--- src/rtl/pwr_domain_seq.sv ---
module pwr_domain_seq #(
  parameter int NDOM = 3,
  parameter int AW = 8,
  parameter int CW = 8,
  parameter int SETTLE_INIT = 2,
  parameter logic [NDOM*32-1:0] PWR_MASKS = {32'h0000_0010, 32'h0000_0004, 32'h0000_0008},
  parameter logic [NDOM*32-1:0] ISO_MASKS = {32'h0000_0000, 32'h0000_0002, 32'h0000_0001},
  parameter logic [NDOM*32-1:0] RST_MASKS = {32'h0000_0000, 32'h0004_0000, 32'h0001_0000},
  parameter int DW = (NDOM > 1) ? $clog2(NDOM) : 1
) (
  input  logic          clk,
  input  logic          rst_n,
  input  logic          bus_sel,
  input  logic          bus_wr,
  input  logic [AW-1:0] bus_addr,
  input  logic [31:0]   bus_wdata,
  output logic [31:0]   bus_rdata,
  input  logic          req_valid,
  input  logic          req_on,
  input  logic [DW-1:0] req_dom,
  output logic          busy,
  output logic          done,
  output logic [31:0]   pwr_off,
  output logic [31:0]   sub_rst_n,
  output logic [31:0]   iso_rel
);
  localparam logic [AW-1:0] A_PWR   = AW'('h10);
  localparam logic [AW-1:0] A_RST   = AW'('h30);
  localparam logic [AW-1:0] A_PULSE = AW'('h34);
  localparam logic [AW-1:0] A_ISO   = AW'('h58);
  localparam logic [AW-1:0] A_SET   = AW'('h60);

  typedef enum logic [1:0] {S_IDLE, S_ACT, S_HOLD} st_t;

  st_t            st;
  logic [1:0]     step;
  logic           on_q;
  logic [DW-1:0]  dom_q;
  logic [CW-1:0]  cnt, settle;
  logic [31:0]    pwr_q, rst_q, iso_q;
  logic [31:0]    pwr_d, rst_d, iso_d;
  logic [31:0]    m_pwr, m_rst, m_iso, step_mask;
  logic           pend, done_q;
  logic [4:0]     pend_idx;
  logic           wr, wr_pwr, wr_rst, wr_iso, wr_pulse, wr_set;
  logic           act, last_step, accept;

  assign wr       = bus_sel & bus_wr;
  assign wr_pwr   = wr && (bus_addr == A_PWR);
  assign wr_rst   = wr && (bus_addr == A_RST);
  assign wr_iso   = wr && (bus_addr == A_ISO);
  assign wr_pulse = wr && (bus_addr == A_PULSE);
  assign wr_set   = wr && (bus_addr == A_SET);

  assign act       = (st == S_ACT);
  assign last_step = (step == 2'd2);
  assign accept    = (st == S_IDLE) && req_valid && (32'(req_dom) < NDOM);

  always_comb begin
    m_pwr = '0;
    m_rst = '0;
    m_iso = '0;
    for (int i = 0; i < NDOM; i++) begin
      if (32'(dom_q) == i) begin
        m_pwr = PWR_MASKS[i*32 +: 32];
        m_rst = RST_MASKS[i*32 +: 32];
        m_iso = ISO_MASKS[i*32 +: 32];
      end
    end
  end

  assign step_mask = (step == 2'd1) ? m_rst : (((step == 2'd0) == on_q) ? m_pwr : m_iso);

  always_comb begin
    pwr_d = wr_pwr ? bus_wdata : pwr_q;
    rst_d = wr_rst ? bus_wdata : rst_q;
    iso_d = wr_iso ? bus_wdata : iso_q;
    if (pend)     rst_d = rst_d | (32'd1 << pend_idx);
    if (wr_pulse) rst_d = rst_d & ~(32'd1 << bus_wdata[4:0]);
    if (act) begin
      case (step)
        2'd0:    if (on_q) pwr_d = pwr_d & ~m_pwr; else iso_d = iso_d & ~m_iso;
        2'd1:    if (on_q) rst_d = rst_d | m_rst;  else rst_d = rst_d & ~m_rst;
        default: if (on_q) iso_d = iso_d | m_iso;  else pwr_d = pwr_d | m_pwr;
      endcase
    end
  end

  always_ff @(posedge clk or negedge rst_n) begin
    if (!rst_n) begin
      pwr_q    <= '0;
      rst_q    <= '1;
      iso_q    <= '1;
      pend     <= 1'b0;
      pend_idx <= '0;
      settle   <= CW'(SETTLE_INIT);
    end else begin
      pwr_q    <= pwr_d;
      rst_q    <= rst_d;
      iso_q    <= iso_d;
      pend     <= wr_pulse;
      pend_idx <= bus_wdata[4:0];
      if (wr_set) settle <= bus_wdata[CW-1:0];
    end
  end

  always_ff @(posedge clk or negedge rst_n) begin
    if (!rst_n) begin
      st     <= S_IDLE;
      step   <= '0;
      on_q   <= 1'b0;
      dom_q  <= '0;
      cnt    <= '0;
      done_q <= 1'b0;
    end else begin
      done_q <= 1'b0;
      case (st)
        S_IDLE: if (accept) begin
          st    <= S_ACT;
          step  <= 2'd0;
          on_q  <= req_on;
          dom_q <= req_dom;
        end
        S_ACT: begin
          if (step_mask != '0) begin
            cnt <= settle;
            st  <= S_HOLD;
          end else if (last_step) begin
            st     <= S_IDLE;
            done_q <= 1'b1;
          end else begin
            step <= step + 2'd1;
          end
        end
        S_HOLD: begin
          if (cnt != '0) begin
            cnt <= cnt - 1'b1;
          end else if (last_step) begin
            st     <= S_IDLE;
            done_q <= 1'b1;
          end else begin
            step <= step + 2'd1;
            st   <= S_ACT;
          end
        end
        default: st <= S_IDLE;
      endcase
    end
  end

  always_comb begin
    case (bus_addr)
      A_PWR:   bus_rdata = pwr_q;
      A_RST:   bus_rdata = rst_q;
      A_ISO:   bus_rdata = iso_q;
      A_SET:   bus_rdata = 32'(settle);
      default: bus_rdata = '0;
    endcase
  end

  assign busy      = (st != S_IDLE);
  assign done      = done_q;
  assign pwr_off   = pwr_q;
  assign sub_rst_n = rst_q;
  assign iso_rel   = iso_q;
endmodule

--- config.mk ---
export PLATFORM = sky130hd
export DESIGN_NAME = pwr_domain_seq
export DESIGN_NICKNAME = d
export VERILOG_FILES = /design/src/rtl/pwr_domain_seq.sv
export SDC_FILE = /design/constraint.sdc
export NUM_CORES = 1
export LEC_CHECK = 0
export BUFFER_PORTS_ARGS = -buffer_cell sky130_fd_sc_hd__buf_2
export CORE_AREA = 5 5 123 125
export CTS_CLUSTER_SIZE = 20
export DETAILED_ROUTE_END_ITERATION = 16
export DIE_AREA = 0 0 128 130
export MAX_ROUTING_LAYER = met4
export PLACE_DENSITY_LB_ADDON = 0.2
export SYNTH_ARGS = -nofsm -noshare
export SYNTH_HDL_FRONTEND = slang
export SYNTH_SLANG_ARGS = --single-unit
--- constraint.sdc ---
create_clock -name clk -period 5.15 [get_ports clk]
set_input_delay 1.03 -clock clk [delete_from_list [all_inputs] [get_ports clk]]
set_output_delay 1.03 -clock clk [all_outputs]
set_load 0.05 [all_outputs]
# == After elaboration in Yosys (flattened, before gate mapping) ==
# Index checks and enable logic that the tools add are counted.
# word_totals
in_bits,48
reg_bits,126
# classes
bitwise_logic,13
reduce_logical,19
n_addsub,2
eq_ne,18
order_cmp,1
muxes,46
shifts,2
# ops
operator,count
$mux W32,20
$and A32 B32 Y32,4
$not A32 Y32,4
$or A32 B32 Y32,4
$pmux W32 S2,2
$pmux W32 S4,1
$shl A1 B5 Y32 const A,2
$reduce_bool A32 Y1,1
$mux W19,1
$mux W17,1
$eq A8 B6 Y1 const B,2
$eq A8 B7 Y1 const B,2
$mux W2,8
$mux W8,2
$pmux W8 S2,1
$pmux W2 S3,2
$eq A8 B5 Y1 const B,1
$mux W4,2
$ne A2 B2 Y1 const B,4
$reduce_bool A8 Y1,1
$sub A8 B1 Y8 const B,1
$logic_and A1 B1 Y1,7
$eq A2 B1 Y1 const B,3
$eq A2 B2 Y1 const B,3
14 further kinds,22

# == Depth between registers and ports, before layout ==
# Gate-level depths: netlist (run 1).
# depth
depth_word,11
depth_mapped,7
ltp_nobuf,6

# == Least setup slack after synthesis (run 1) ==
# Ideal clock, no wire load.
# synth_timing
kind,input-to-output
startpoint,input bus_addr[3]
endpoint,output bus_rdata[2]
t_arrival_ns,2.859
slack_ns,1.261
path_stages,3
required_ns,4.120
path_cell_list,or4_1 > clkbuf_2 > o21ai_0
# synth_via
elab_chain_len,2
word_cells_on_any_way,5
classes_between,eq/ne: 4; mux: 1
# synth_lines
item,line,text
"start, declared",15,"input logic [AW-1:0] bus_addr,"
"$eq A8 B7 Y1, or another cell as far along",152,case (bus_addr)
$pmux W32 S4 (*),152,
"end, declared",17,"output logic [31:0] bus_rdata,"
# Mark *: on every way between the ends. The rest lies on a longest branch, timed or not.

# == Worst setup path after layout (run 1) ==
# Same ends and word-level chain as after synthesis.

==> results, run 1 <==
- The number of instances resized during post-cts repair is 0.
- Subtracting the final worst setup slack from the clock period gives 4.09 ns.
- The number of global-route vias before repair came to 6008.
- Traced cell by cell, the critical path runs through buf_2, or4_1, nor2b_2, buf_4, a22oi_1, o21ai_0, buf_2.
- In the routed design, unresolved DRC markers number 0.
- The pre-antenna-repair detailed-routing pass consisted of 6 iterations.
- The fraction of the mapped netlist area in compound gates is 18.4%.
- The number of placement rows is 43.
- After detailed routing, the average wire length per cell comes to around 21 um.
- IR analysis of the VDD net gives a maximum drop of 0.297 mV.
- Counting both buffers and inverters, the worst setup path holds a total of 3.
- In this run the worst hold path is classified as reg -> reg.
- The number of standard cells after synthesis is 630.
- The total CTS buffers is 17.
- The highest achievable clock rate is 244 MHz.
- The largest net degree at the start of global routing is 74.
- The number of buffers on the longest clock path is 2.
- Counting flops and latches in the post-synthesis netlist gives about 130.
- The portion of synthesized area spent on multiplexers is 13.1%.
- The simple-gate area share of the yosys netlist is 11.7%.
- The die outline width is roughly 130 um.
- The kind of end point of the critical path is an output port.
- A synthesized cell averages 10.7 um2.
- Compared with the post-synthesis result, the final layout area differs by 23.1%.
- The cell class contributing the biggest share of worst-path delay is simple AND/OR/NAND/NOR gates.
- Routed signal wires occupy layers up through met4.
- In this run the remaining antenna-violating nets after routing total 0.
- After synthesis, flip-flops and latches occupy between 40% and 50% of the total area.
- Summed over all nets, wire length on met3 after detailed routing comes to 1430 um.
- The total routing resource utilization after global routing is between 20% and 30%.
- Setup repair after global routing left no endpoint under its margin.
- The end point of the worst hold path is pwr_off[30].
- Port buffering added 177 buffers.
- The final layout contains around 840 nets.
- The root buffer cell chosen for the clock tree is sky130_fd_sc_hd__clkbuf_16.
- The top cell type by area accounts for 25.3% of the synthesized area.
- On the final layout, the worst hold slack is 0.525 ns.
- The depth of the most critical reg-to-reg path is 5.
- Dividing the final minimum period by the clock period gives 79.5%.
- After global routing the overflow that remains totals 0.
- Of all cell types, the one taking the most synthesized area is sky130_fd_sc_hd__dfstp_2.
- The number of antenna violations at the first check in global routing is 0.
- By instance count, the cell type seen most on the critical path is sky130_fd_sc_hd__buf_2.
- The top cell types in the final layout, fill and taps aside, are sky130_fd_sc_hd__buf_2, sky130_fd_sc_hd__inv_1, sky130_fd_sc_hd__mux2_2.
- The total wire length is 20500 um.
- The setup slack on the worst flop-to-flop path is roughly 2.9 ns.
- The core region is 13800 um2.
- The layout cell share with drive strength beyond 1 is 45.1%.
- The routed metal-1 wirelength is 8640 um.
- The overall via count from detail_route is approximately 6k.
- The static leakage is 4.16 nW.
- The detailed placement HPWL is between 10000 and 15000 um.
- The tightest slew margin relative to the limit is 16.0%.
- The detailed router finished its first iteration with 530 violations.
- STA classifies the critical path startpoint as an input pin.
- The worst endpoint required time is 4.12 ns.
- The depth of the CTS H-tree is 4.
- In the synthesized netlist the dominant register cell turns out to be sky130_fd_sc_hd__dfstp_2.
- The xor/xnor share of the synthesized area is less than 1%.
- The maximum cell stage delay along the critical path is between 0.7 and 0.8 ns.
- After detailed routing, the number of vias per cell comes to 6.14.
- During synthesis, Yosys emitted a total of 0 warnings.
- The number of pins with negative max-slew slack in the final report is 0.
- Sorting the synthesized cells by area gives the leading types as sky130_fd_sc_hd__dfstp_2, sky130_fd_sc_hd__dfrtp_1, sky130_fd_sc_hd__mux2_2.
- The fraction of synthesis flops using an asynchronous set or reset pin is between 90% and 100%.
- The cell depth of the worst min-delay path is 1.
- Counting flops with a built-in enable in the synthesized netlist gives 0.
- The worst setup skew after layout is between 0.009 and 0.01 ns.
- The clock reaches the later pin of the worst-skew pair after 0.42 ns.
- At the pin with the least slew margin, the transition time is 1.26 ns.
- When the netlist entered floorplanning its net count stood at just under 700.
- The global-route wire length before repair is approximately 32000 um.
- Leaving out fill and tap cells, the most frequent cell in the layout is sky130_fd_sc_hd__buf_2.
- The total setup buffers inserted after CTS is 0.
- The worst flop-to-flop path endpoint is st[0].
- The clock transition at the register clock pins on the worst setup and hold paths after CTS is about 0.050 ns.
- The slowest cell on the critical path is sky130_fd_sc_hd__or4_1.
- The worst hold path begins at pwr_off[30].
- The number of max-cap violations is 0.
- The clock net sink count is between 100 and 150.
- The largest family of logic cells by synthesized area is compound AO/OA/AOI/OAI gates.
- The TritonCTS clock tree is yes.
- The critical register-to-register path startpoint is st[0].
- The share of synthesized cell area in full adder, half adder and majority cells is 1.48%.
- The flow ran to the end, and the final reports show no timing, DRC or antenna violations.
- The vertical extent of the die is 130 um.
- The quantity of hold-fixing buffers added after cts is 0.
- STA puts the critical path data arrival time at 3.06 ns.
- The synthesized cell area is 6760 um2.
- During I/O placement, the number of pins put on the boundary was around 180.
- The critical path in this run is classified as in -> out.
- The number of antenna diodes in the final layout is 0.
- The highest net fanout along the worst path is 32.
- The power density relative to cell area is a little over 400 nW/um2.
- The total die area is 16600 um2.
- At the end of routability-driven placement, the weighted congestion stood at 0.858.
- Setup violations remaining at the end of the flow were counted as 0.
- The sum of met2 wire segment lengths after detailed routing is 9910 um.
- The count of unique library cells instantiated by Yosys is 60.
- The sum of negative setup slack is 0 ns.
- The effective utilization at floorplan is 49.1%.
- The number of failing hold endpoints at the final stage was 0.
## worst max-delay path by stage
stage / startpoint / end / slack [ns] / depth (start not counted)
after global routing: bus_addr[3] / bus_rdata[2] / 0.95 / 7
after floorplan: bus_addr[3] / bus_rdata[2] / 1.26 / 3
final: bus_addr[3] / bus_rdata[2] / 1.06 / 7
after detailed placement: bus_addr[3] / bus_rdata[2] / 1.05 / 7
after CTS: bus_addr[3] / bus_rdata[2] / 1.06 / 7
after global placement: bus_addr[3] / bus_rdata[2] / 1.10 / 7
## metrics by stage
step | cell area (um2) | cells | utilization (%) | power (mW) | setup slack [ns]
final | 8330 | 981 | 60.5 | 3.41 | 1.06
after global routing | 8330 | 981 | 60.5 | 3.57 | 0.950
after CTS | 8330 | 981 | 60.5 | 3.42 | 1.06
after detailed placement | 7750 | 949 | 56.3 | 2.25 | 1.05
after global placement | 7750 | 949 | 56.3 | 2.22 | 1.10
after floorplan | 6760 | 630 | - | 1.98 | 1.26
## cell families (layout without fill, tap and decap cells)
group	count (synthesis)	in the layout
AOI/OAI and AO/OA	172	172
xor gates and xnor gates	1	1
adders and majority gates	8	8
buffers and inverters	114	285
DFF	126	126
muxes	80	80
and+or+nand+nor	129	129
## area by class of cell
type / count / area (um2)
fill: 1176 / 5450
timing repair buffer: 186 / 981
inverter: 67 / 251
clock buffer: 26 / 519
clock inverter: 6 / 57.6
multi-input combinational: 390 / 3060
tap: 180 / 225
sequential: 126 / 3230
## per-layer routing
layer  global-route usage [%]  vias up
met3                     4.95       42
met1                     32.1     3010
met5                        -        -
met4                     9.86        0
met2                     40.6      270
li1                         -     2697
## state kept, by name, summed over array words and instances (netlist names)
register / cells
cnt: 8
dom_q: 2
done: 1
iso_rel: 32
on_q: 1
pend: 1
pend_idx: 5
pwr_off: 32
settle: 8
st: 2
step: 2
sub_rst_n: 32
## synthesized netlist by cell type, drive strengths merged, types with 6 or more instances
master and count:
a21oi 36, a221oi 31, a222oi 24, a22oi 16, a31oi 32, and3 7, buf 22, clkbuf 25
dfrtp 61, dfstp 65, ha 8, inv 67, mux2 68, mux2i 12, nand2 24, nand2b 6
nor2 22, nor3 17, nor3b 8, nor4b 7, o21ai 13
## power by group
part	internal, mW	switching [mW]	total, mW
sequential	1.13	0.138	1.27
clock	0.737	0.418	1.16
combinational	0.335	0.649	0.985
total	2.20	1.21	3.41
Power figures use the tool's default switching activity.
==> run 2, diff against run 1 <==
ABC_AREA = 1   (was not set)
CORE_AREA = 5 5 126 128   (was 5 5 123 125)
DIE_AREA = 0 0 131 133   (was 0 0 128 130)
clock period = 3.46 ns   (was 5.15 ns; I/O delays follow)
==> run 2 against run 1 <==
Register-to-register slack got worse by 1.5 ns. Worst hold slack worse by 0.22 ns. Critical endpoint is now bus_rdata[1]. Via count rose by 14%. Combinational power increased by 37%. Highest routed layer unchanged. Worst setup slack lost 0.72 ns. Sequential power rose by 45%. Largest power group is now clock.
==> results, run 2 <==
- The number of pins with negative max-slew slack in the final report is 0 (unchanged).
- The number of search-and-repair iterations in the first detailed-routing pass is 5 (was 6).
- The maximum cell stage delay along the critical path came to 0.45 ns (was 0.76 ns).
- Setup repair after global routing missed its margin: false (unchanged).
- Synth area leaders: sky130_fd_sc_hd__dfstp_2, sky130_fd_sc_hd__dfrtp_1, sky130_fd_sc_hd__nand2_1 (was sky130_fd_sc_hd__dfstp_2, sky130_fd_sc_hd__dfrtp_1, sky130_fd_sc_hd__mux2_2).
- The total routing resource utilization after global routing is 25.2% (was 25.4%).
- The largest net degree at the start of global routing came to 52 (was 74).
- The die outline width is 131 um (was 128 um).
- The worst setup skew after layout is 0.00435 ns (was 0.00922 ns).
- The area of the placeable core is 14800 um2 (was 13800 um2).
- The layout cell share with drive strength beyond 1 is 27.1% (was 45.1%).
- The proportion of netlist area held by the largest area contributor is 24.5% (was 25.3%).
- The fraction of synthesis flops using an asynchronous set or reset pin was 100% (unchanged).
- The total die area was 17400 um2 (was 16600 um2).
- The count of unique library cells instantiated by Yosys is 32 (was 60).
- The fraction of the mapped netlist area in compound gates is 8.31% (was 18.4%).
- The number of buffers on the longest clock path came to 2 (unchanged).
- The number of flops mapped to enable cells by yosys was 0 (unchanged).
- The post-layout net count is 1189 (was 844).
- The quantity of hold-fixing buffers added after cts is 0 (unchanged).
- The tightest slew margin relative to the limit is 35.1% (was 16.0%).
- The global-route wire length before repair came to 33300 um (was 32300 um).
- The depth of the CTS H-tree came to 4 (unchanged).
- The total setup buffers inserted after CTS was 0 (unchanged).
- The count of warnings emitted by yosys is 0 (unchanged).
- The vertical extent of the die is 133 um (was 130 um).
- The overall via count from detail_route was 6863 (was 6019).
- The number of instances resized during post-cts repair is 0 (unchanged).
- The multiplexer area fraction after synthesis is 0% (was 13.1%).
- The smallest setup slack after layout was 0.335 ns (was 1.06 ns).
- The largest family of logic cells by synthesized area was simple AND/OR/NAND/NOR gates (was compound AO/OA/AOI/OAI gates).
- The commonest non-fill, non-tap cell in the layout is sky130_fd_sc_hd__nand2_1 (was sky130_fd_sc_hd__buf_2).
- The total grt overflow came to 0 (unchanged).
- The total setup violations reported at the end of the flow is 0 (unchanged).
- The clock transition at the register clock pins on the worst setup and hold paths after CTS is 0.05 ns (about the same).
- The cell type with the highest occurrence count on the critical path is sky130_fd_sc_hd__buf_2 (unchanged).
- The final critical path takes up 90.3% of the cycle.
- Result of the run: finished, final reports clean (unchanged).
- The number of global-route vias before repair is 6350 (was 6008).
- The synthesized cell area came to 6980 um2 (was 6760 um2).
- The power density relative to cell area was 585 nW/um2 (was 409 nW/um2).
- The final worst hold slack is 0.302 ns (was 0.525 ns).
- The simple-gate area share of the yosys netlist is 35.5% (was 11.7%).
- The final core utilization came to 58.7% (was 60.5%).
- The starting DRC count in detailed routing is 529 (was 530).
- Worst path cell trace: buf_2, inv_1, nor3_2, nand2_2, inv_2, nand2_1, nand4_1, buf_2 (was buf_2, or4_1, nor2b_2, buf_4, a22oi_1, o21ai_0, buf_2).
- The I/O pin total is 178 (unchanged).
- The clock period minus final worst setup slack is between 3 and 4 ns.
- The minimum setup slack after placement is 0.340 ns (was 1.05 ns).
- The clock latency on the worst-skew pair is 0.42 ns (about the same).
- The post-synthesis sequential area ratio is 46.3% (was 47.8%).
- The worst endpoint required time is 2.77 ns (was 4.12 ns).
- The kind of end point of the critical path is an output port (unchanged).
- The total wire length is 21400 um (was 20500 um).
- The classification of the worst setup path is in -> out (unchanged).
- The average vias per placed instance is 5.14 (was 6.14).
- The cell class contributing the biggest share of worst-path delay is buffers and inverters (was simple AND/OR/NAND/NOR gates).
- The number of antenna violations at the first check in global routing is 1 (was 0).
- The average size of a mapped cell is 7.23 um2 (was 10.7 um2).
- The detailed placement HPWL was 15900 um (was 14200 um).
- The number of failing hold endpoints at the final stage came to 0 (unchanged).
- The number of max-cap violations is 0 (unchanged).
- The worst hold path class is in -> async (was reg -> reg).
- The leading register cell type out of synthesis was sky130_fd_sc_hd__dfstp_2 (unchanged).
- The static leakage was 4.49 nW (was 4.16 nW).
- The number of standard cells after synthesis is 966 (was 630).
- Synth top cells by count: sky130_fd_sc_hd__nand2_1, sky130_fd_sc_hd__inv_1, sky130_fd_sc_hd__nand3_1 (was sky130_fd_sc_hd__inv_1, sky130_fd_sc_hd__mux2_2, sky130_fd_sc_hd__dfstp_2).
- The number of placement rows is 45 (was 43).
- The xor/xnor share of the synthesized area is 0% (was 0.130%).
- The number of buffers and inverters on the critical path is 4 (was 3).
- The area growth from synthesis to final layout is 24.0% (was 23.1%).
- The top cell type by total area after synthesis is sky130_fd_sc_hd__dfstp_2 (unchanged).
- The effective utilization at floorplan is 47.3% (was 49.1%).
- The leading cell type by number of instances after synthesis is sky130_fd_sc_hd__nand2_1.
- The highest net fanout along the worst path is 23 (was 32).
- Highest-count cells in the layout ignoring fill and taps: sky130_fd_sc_hd__nand2_1, sky130_fd_sc_hd__buf_2, sky130_fd_sc_hd__inv_1 (was sky130_fd_sc_hd__buf_2, sky130_fd_sc_hd__inv_1, sky130_fd_sc_hd__mux2_2).
- The share of synthesized cell area in full adder, half adder and majority cells is 1.43% (was 1.48%).
- Static timing analysis puts the maximum clock frequency at approximately 320 MHz.
- The number of cells after detailed placement came to 1302 (was 949).
- The routability congestion estimate came to 0.984 (was 0.858).
- The sum of negative setup slack is 0 ns (unchanged).
- The slowest cell on the critical path is sky130_fd_sc_hd__inv_2 (was sky130_fd_sc_hd__or4_1).
- The kind of start point of the critical path is an input pin (unchanged).
- The TritonCTS clock tree is yes (unchanged).
- The final antenna-violating net count is 0 (unchanged).
- The post-layout instance count excluding filler cells is 1335 (was 981).
- The clock root buffer master is sky130_fd_sc_hd__clkbuf_16 (unchanged).
- The detail-routed net length per standard cell is 16.1 um (was 20.9 um).
- The transition time of the tightest slew-check pin is 0.970 ns (was 1.26 ns).
- The register bit count reported by yosys was 126 (unchanged).
- The number of nets produced by synthesis is 1022 (was 686).
- The total CTS buffers is 17 (unchanged).
- The maximum vdd ir drop is 0.306 mV (was 0.297 mV).
- The post-route DRC violation count is 0 (unchanged).
- The number of input and output port buffers inserted is 177 (unchanged).
- The clock net sink count is 126 (unchanged).
- The data arrival at the endpoint of the critical path is 2.43 ns (was 3.06 ns).
run 2: layout make-up:
class	count	area, um2
diodes	1	2.50
fillers	1406	6090
repair buffers	187	988
flip-flops and latches	126	3230
clock inverters	5	100
well taps	188	235
clock buffers	27	523
inverters	109	409
multi-input cells	692	3170
run 2: routing by layer:
layer | GRT usage, % | vias up | part of all wire [%]
met4 | 6.80 | 0 | 1.2
met3 | 4.97 | 25 | 6.6
met1 | 35.8 | 3194 | 47
li1 | - | 3404 | -
met2 | 36.8 | 240 | 45
met5 | - | - | 0
run 2: worst paths after layout:
kind | end | start | cells past startpoint | slack, ns
setup / recovery | bus_rdata[1] | bus_addr[3] | 8 | 0.34
hold / removal | st[0] | rst_n | 1 | 0.30
setup reg to reg | cnt[0] | cnt[0] | 9 | 1.43
hold reg to reg | iso_rel[10] | iso_rel[10] | 2 | 0.49
max in group asynchronous | iso_rel[12] | rst_n | 2 | 2.40
min in group clk | pend_idx[3] | bus_wdata[3] | 1 | 0.46
run 2: cell families (layout without fill, tap and decap cells):
logic type | count (synthesis) | after routing
AO/OA/AOI/OAI | 102 | 102
adder cells (fa/ha/maj) | 8 | 8
buffers and inverters | 148 | 328
flip-flops | 126 | 126
other | 0 | 1
AND/OR/NAND/NOR | 582 | 582
run 2: power breakdown:
part | leakage (nW) | switching [mW] | internal [mW]
clock | 0.308 | 0.631 | 1.25
sequential | 1.50 | 0.169 | 1.67
combinational | 2.68 | 0.986 | 0.361
run 2: metrics by stage:
stage                     area (um2)  power [mW]
after floorplan                 6980        2.81
after global placement          8040        3.17
after detailed placement        8040        3.19
after CTS                       8660        5.07
after global routing            8660        5.31
final                           8660        5.06
